$ cat src/rtl/pir_pkg.sv
package pir_pkg;

  typedef enum logic [1:0] {
    MODE_NESTED   = 2'd0,
    MODE_ROTATE   = 2'd1,
    MODE_SPECIFIC = 2'd2
  } prio_mode_e;

  // command opcodes carried in the three top bits of a write to ADDR_CMD
  localparam logic [2:0] OP_NESTED   = 3'b001;
  localparam logic [2:0] OP_ROTATE   = 3'b010;
  localparam logic [2:0] OP_SPECIFIC = 3'b011;
  localparam logic [2:0] OP_EOI      = 3'b100;

  localparam int ADDR_CMD  = 0;  // write: command, read: captured requests
  localparam int ADDR_MASK = 1;
  localparam int ADDR_ISR  = 2;

endpackage

$ cat src/rtl/pir_pick.sv
// Finds the highest-ranked set bit of vec, where rank 0 belongs to
// level low+1 and rank N-1 to level low (modulo N). N must be a power of two.
module pir_pick #(
  parameter int N  = 8,
  parameter int LW = $clog2(N)
) (
  input  logic [N-1:0]  vec,
  input  logic [LW-1:0] low,
  output logic          found,
  output logic [LW-1:0] level,
  output logic [LW-1:0] rank
);

  logic [N-1:0] rot;

  generate
    for (genvar k = 0; k < N; k++) begin : g_rot
      logic [LW-1:0] src;
      assign src    = LW'(k) + low + LW'(1);
      assign rot[k] = vec[src];
    end
  endgenerate

  always_comb begin
    found = 1'b0;
    rank  = '0;
    for (int k = N - 1; k >= 0; k--) begin
      if (rot[k]) begin
        found = 1'b1;
        rank  = LW'(k);
      end
    end
  end

  assign level = rank + low + LW'(1);

endmodule

$ cat src/rtl/pir_cmd_dec.sv
module pir_cmd_dec
  import pir_pkg::*;
#(
  parameter int AW = 2,
  parameter int LW = 3
) (
  input  logic          wr_en,
  input  logic [AW-1:0] addr,
  input  logic [2:0]    op,
  input  logic [LW-1:0] low_field,
  output logic          mask_we,
  output logic          mode_we,
  output prio_mode_e    mode_val,
  output logic [LW-1:0] low_val,
  output logic          eoi
);

  assign low_val = low_field;

  always_comb begin
    mask_we  = 1'b0;
    mode_we  = 1'b0;
    mode_val = MODE_NESTED;
    eoi      = 1'b0;
    if (wr_en) begin
      if (addr == AW'(ADDR_MASK)) begin
        mask_we = 1'b1;
      end else if (addr == AW'(ADDR_CMD)) begin
        case (op)
          OP_NESTED:   mode_we = 1'b1;
          OP_ROTATE:   begin mode_we = 1'b1; mode_val = MODE_ROTATE;   end
          OP_SPECIFIC: begin mode_we = 1'b1; mode_val = MODE_SPECIFIC; end
          OP_EOI:      eoi = 1'b1;
          default:     ;
        endcase
      end
    end
  end

endmodule

$ cat src/rtl/irq_prio_resolver.sv
module irq_prio_resolver
  import pir_pkg::*;
#(
  parameter int N  = 8,
  parameter int DW = 8,
  parameter int AW = 2
) (
  input  logic          clk,
  input  logic          rst_n,
  input  logic [N-1:0]  req_in,
  input  logic          wr_en,
  input  logic          rd_en,
  input  logic [AW-1:0] addr,
  input  logic [DW-1:0] wdata,
  output logic [DW-1:0] rdata,
  output logic          irq_out,
  input  logic          ack_in
);

  localparam int            LW   = $clog2(N);
  localparam logic [DW-1:0] SPUR = {1'b1, {(DW-1){1'b0}}};

  // state
  logic [N-1:0]  irr_q, isr_q, mask_q;
  prio_mode_e    mode_q;
  logic [LW-1:0] low_q;
  logic [DW-1:0] rdata_q;

  // next state
  logic [N-1:0]  irr_d, isr_d, mask_d;
  prio_mode_e    mode_d;
  logic [LW-1:0] low_d;
  logic [DW-1:0] rdata_d;
  logic          mask_en, mode_en, low_en, rdata_en;

  // decode
  logic          mask_we, mode_we, eoi;
  prio_mode_e    mode_val;
  logic [LW-1:0] low_val;

  // resolution
  logic [N-1:0]  eligible, win_hot, clr_hot;
  logic          req_found, isr_found, win, ack_hit;
  logic [LW-1:0] req_level, req_rank, isr_level, isr_rank;

  pir_cmd_dec #(.AW(AW), .LW(LW)) u_dec (
    .wr_en     (wr_en),
    .addr      (addr),
    .op        (wdata[DW-1 -: 3]),
    .low_field (wdata[LW-1:0]),
    .mask_we   (mask_we),
    .mode_we   (mode_we),
    .mode_val  (mode_val),
    .low_val   (low_val),
    .eoi       (eoi)
  );

  assign eligible = irr_q & ~mask_q;

  pir_pick #(.N(N), .LW(LW)) u_req_pick (
    .vec   (eligible),
    .low   (low_q),
    .found (req_found),
    .level (req_level),
    .rank  (req_rank)
  );

  pir_pick #(.N(N), .LW(LW)) u_isr_pick (
    .vec   (isr_q),
    .low   (low_q),
    .found (isr_found),
    .level (isr_level),
    .rank  (isr_rank)
  );

  assign win     = req_found && (!isr_found || (req_rank < isr_rank));
  assign ack_hit = ack_in && win;
  assign irq_out = win;
  assign rdata   = rdata_q;

  always_comb begin
    win_hot = ack_hit ? (N'(1) << req_level) : '0;
    clr_hot = (eoi && isr_found) ? (N'(1) << isr_level) : '0;

    irr_d   = req_in & ~win_hot;
    isr_d   = (isr_q & ~clr_hot) | win_hot;

    mask_en = mask_we;
    mask_d  = wdata[N-1:0];

    mode_en = mode_we;
    mode_d  = mode_val;

    low_en  = 1'b0;
    low_d   = low_q;
    if (mode_we) begin
      low_en = 1'b1;
      case (mode_val)
        MODE_NESTED:   low_d = LW'(N - 1);
        MODE_SPECIFIC: low_d = low_val;
        default:       low_d = low_q;
      endcase
    end else if (eoi && isr_found && (mode_q == MODE_ROTATE)) begin
      low_en = 1'b1;
      low_d  = isr_level;
    end

    rdata_en = ack_in | rd_en;
    if (ack_in) begin
      rdata_d = win ? DW'(req_level) : SPUR;
    end else begin
      case (addr)
        AW'(ADDR_CMD):  rdata_d = DW'(irr_q);
        AW'(ADDR_MASK): rdata_d = DW'(mask_q);
        AW'(ADDR_ISR):  rdata_d = DW'(isr_q);
        default:        rdata_d = '0;
      endcase
    end
  end

  always_ff @(posedge clk or negedge rst_n) begin
    if (!rst_n) begin
      irr_q   <= '0;
      isr_q   <= '0;
      mask_q  <= '0;
      mode_q  <= MODE_NESTED;
      low_q   <= LW'(N - 1);
      rdata_q <= '0;
    end else begin
      irr_q <= irr_d;
      isr_q <= isr_d;
      if (mask_en)  mask_q  <= mask_d;
      if (mode_en)  mode_q  <= mode_d;
      if (low_en)   low_q   <= low_d;
      if (rdata_en) rdata_q <= rdata_d;
    end
  end

endmodule

$ cat config.mk
export PLATFORM = sky130hd
export DESIGN_NAME = irq_prio_resolver
export DESIGN_NICKNAME = d
export VERILOG_FILES = /design/src/rtl/pir_pkg.sv /design/src/rtl/pir_pick.sv /design/src/rtl/pir_cmd_dec.sv /design/src/rtl/irq_prio_resolver.sv
export SDC_FILE = /design/constraint.sdc
export NUM_CORES = 1
export LEC_CHECK = 0
export BUFFER_PORTS_ARGS = -buffer_cell sky130_fd_sc_hd__buf_2
export CORE_MARGIN = 3
export CORE_UTILIZATION = 65
export CTS_CLUSTER_SIZE = 40
export DETAILED_ROUTE_END_ITERATION = 6
export GPL_TIMING_DRIVEN = 0
export PLACE_DENSITY = 0.91
export SETUP_SLACK_MARGIN = 0.2
export SYNTH_ARGS = -nofsm -noshare
export SYNTH_HDL_FRONTEND = slang
export SYNTH_SLANG_ARGS = --single-unit
$ cat constraint.sdc
create_clock -name clk -period 8.1 [get_ports clk]
set_input_delay 1.215 -clock clk [delete_from_list [all_inputs] [get_ports clk]]
set_output_delay 1.215 -clock clk [all_outputs]
set_load 0.05 [all_outputs]
==> impl_metrics.py <==
metrics = {
    "outcome": {
        "status": "finished, final reports clean",
    },
    "routing": {
        "drt-initial-drc-count": 305,
        "vias_per_cell": 7.05,
        "wl_per_cell_um": 21.7,
        "drc": 0,
        "vias": 3004,
        "dr.pass1.iters": 5,
        "ant_nets": 0,
        "routed_wl_mm": 9.23,
    },
    "setup_path": {
        "cp_num_buf_inv": 6,
        "critPathMaxStageDelay_ns": 0.62,
        "crit_required_ns": 6.88,
        "cp_common_cell": "buf_2",
        "cp-end-kind": "primary output",
        "crit_arrival_ns": 4.99,
        "r2r-end": "isr_q[2]",
        "reg2reg_slack_ns": 3.03,
        "crit_chain": "buf_2 > buf_4 > inv_1 > ha_1 > buf_2 > xnor2_1 > mux4_2 > nand4_1 > nor2b_4 > ha_1 > a21o_1 > a21oi_1 > a21oi_1 > o31a_2 > buf_4 > nor2_1 > buf_2",
        "cp_max_fo": 10,
        "reg2reg_depth": 16,
        "r2r_start": "low_q[1]",
        "critPathKind": "register to primary output",
        "slowest_stage": "mux4_2",
        "startpoint_type": "register",
        "crit_family": "buffers and inverters",
    },
    "floorplan": {
        "rows": 25,
        "coreArea_um2": 4910,
        "die_area_um2": 6160,
        "start_util": 0.696,
        "io_pins": 32,
        "die_h_um": 78.5,
        "die_w_um": 78.5,
    },
    "cells_and_area": {
        "final_cell_area_um2": 3740,
        "layout_common_cells": "buf_2 (36), dfrtp_1 (34), mux2i_1 (29)",
        "final_common_cell": "buf_2",
        "diodes": 0,
        "drive_above_1_share": 0.287,
        "syn_to_final_growth_pct": 9.52,
        "nNetsFinal": 390,
        "postLayoutCoreUtil": 0.762,
    },
    "sta": {
        "setup_viol": 0,
        "skew_ns": 0.00872,
        "rsz0062_at_grt": "no",
        "drv_slew": 0,
        "finalHoldViolCount": 0,
        "hold_slack_ns": 0.480,
        "worstMarginPinSlew_ns": 0.856,
        "period_needed_ns": 6.21,
        "fmax_mhz": 161,
        "tns_ns": 0,
        "period_share": 0.766,
        "maxSlewHeadroom": 0.426,
    },
    "clock_tree": {
        "cts_buffers": 5,
        "cts_setup_buffers": 0,
        "clock_latency_ns": 0.29,
        "h-tree-depth": 2,
        "clk_path_buf_depth": 2,
        "cts.repair.resized": 0,
        "cts_tree": "built",
        "cts.sinks": 37,
        "clk_pin_slew_ns": 0.08,
        "hold_buffers": 0,
        "root_buffer": "clkbuf_8",
    },
    "worst_hold_path": {
        "min_to": "mode_q[1]",
        "min_path_type": "register to register",
        "hp-start": "mode_q[1]",
        "worstHoldPathCells": 2,
    },
    "placement": {
        "gp_congestion": 0.908,
        "dp_hpwl_mm": 6.89,
        "port_buffers": 31,
        "placed_cell_area_um2": 3650,
    },
    "grt": {
        "first_global_vias": 3091,
        "antenna_found_initial": 0,
        "grt-ovfl-total": 0,
        "grt_max_degree": 38,
        "grt_pass1_wl_mm": 15.2,
        "grt_usage": 0.317,
    },
    "run": {
        "drv_cap": 0,
    },
    "synth": {
        "synth_area_per_cell_um2": 10.7,
        "yosysSeqAreaShare": 0.272,
        "ys.flop_type": "dfrtp_1",
        "synth_area_um2": 3420,
        "synth_cell_types": 62,
        "syn_nets": 352,
        "async_flop_share": 1.00,
        "synthCells": 320,
        "synth_edf_count": 0,
        "ys_ff_latch": 37,
        "yosysWarningCount": 0,
    },
}
-- state kept, by name (all words and copies together) (netlist names) --
| name | count |
|---|---|
| isr_q | 8 |
| low_q | 3 |
| mask_q | 8 |
| irr_q | 8 |
| mode_q | 2 |
| rdata | 8 |
-- cells in the mapped netlist, types with 8 or more instances --
cell type / n / area (µm²)
mux2i_1: 29 / 290
inv_1: 11 / 41.3
nand2_1: 20 / 75.1
dfrtp_1: 34 / 851
nor2_1: 11 / 41.3
o21ai_0: 13 / 65.1
mux4_2: 17 / 383
o31a_1: 8 / 70.1
o31ai_1: 8 / 60.1
nand3_1: 9 / 45.0
nor2b_1: 12 / 75.1
mux2_2: 14 / 158
-- per-stage QoR --
stage          instances  worst slack (ns)
2_1_floorplan        320              2.55
3_3_place_gp         418              2.36
3_5_place_dp         418              2.29
4_1_cts              426              1.94
5_1_grt              426              1.62
6_report             426              1.89
-- cell type report --
type / count / area [µm²]
well taps: 67 / 83.8
plain buffers: 19 / 115
flip-flops and latches: 37 / 930
clock buffers: 5 / 68.8
multi-input cells: 252 / 2320
repair buffers: 31 / 155
inverters: 12 / 46.3
clock inverters: 3 / 17.5
fillers: 341 / 1170
-- cells by family (layout without fill, tap and decap cells) --
family,count (synthesis),after routing,share of synthesized area
xor gates and xnor gates,8,8,0.0282
and+or+nand+nor,95,95,0.168
AOI/OAI and AO/OA,75,75,0.178
adders and majority gates,9,9,0.0374
DFF,37,37,0.272
muxes,65,65,0.268
buffers and inverters,31,70,0.0473
-- worst max-delay path by stage --
| stage | end | depth (start not counted) | start | slack, ns |
|---|---|---|---|---|
| 3_5_place_dp | irq_out | 15 | low_q[1] | 2.29 |
| 2_1_floorplan | irq_out | 14 | low_q[1] | 2.55 |
| 4_1_cts | irq_out | 17 | low_q[1] | 1.94 |
| 6_report | irq_out | 17 | low_q[1] | 1.89 |
| 5_1_grt | irq_out | 17 | low_q[1] | 1.62 |
| 3_3_place_gp | irq_out | 15 | low_q[1] | 2.36 |
-- routing by layer --
layer	track usage	up-vias	share of wire
li1	-	1340	-
met1	0.409	1475	0.40
met2	0.534	164	0.49
met3	0.0470	25	0.079
met4	0.136	0	0.029
met5	0	-	0
-- worst register-to-register path, cell delays in order, from the launching register on --
cell	delay [ns]
dfstp_2	0.55
buf_2	0.24
buf_4	0.24
inv_1	0.19
ha_1	0.33
buf_2	0.22
mux2_2	0.41
mux2i_1	0.23
mux2_2	0.23
or4b_1	0.44
a32oi_1	0.36
ha_1	0.24
fa_1	0.23
xor2_1	0.26
a21oi_1	0.15
o41ai_1	0.48
o31ai_1	0.14
Power is left out: the tool's default activity adds up to more than one toggle a clock period on the data nets, which glitch-free logic cannot reach.
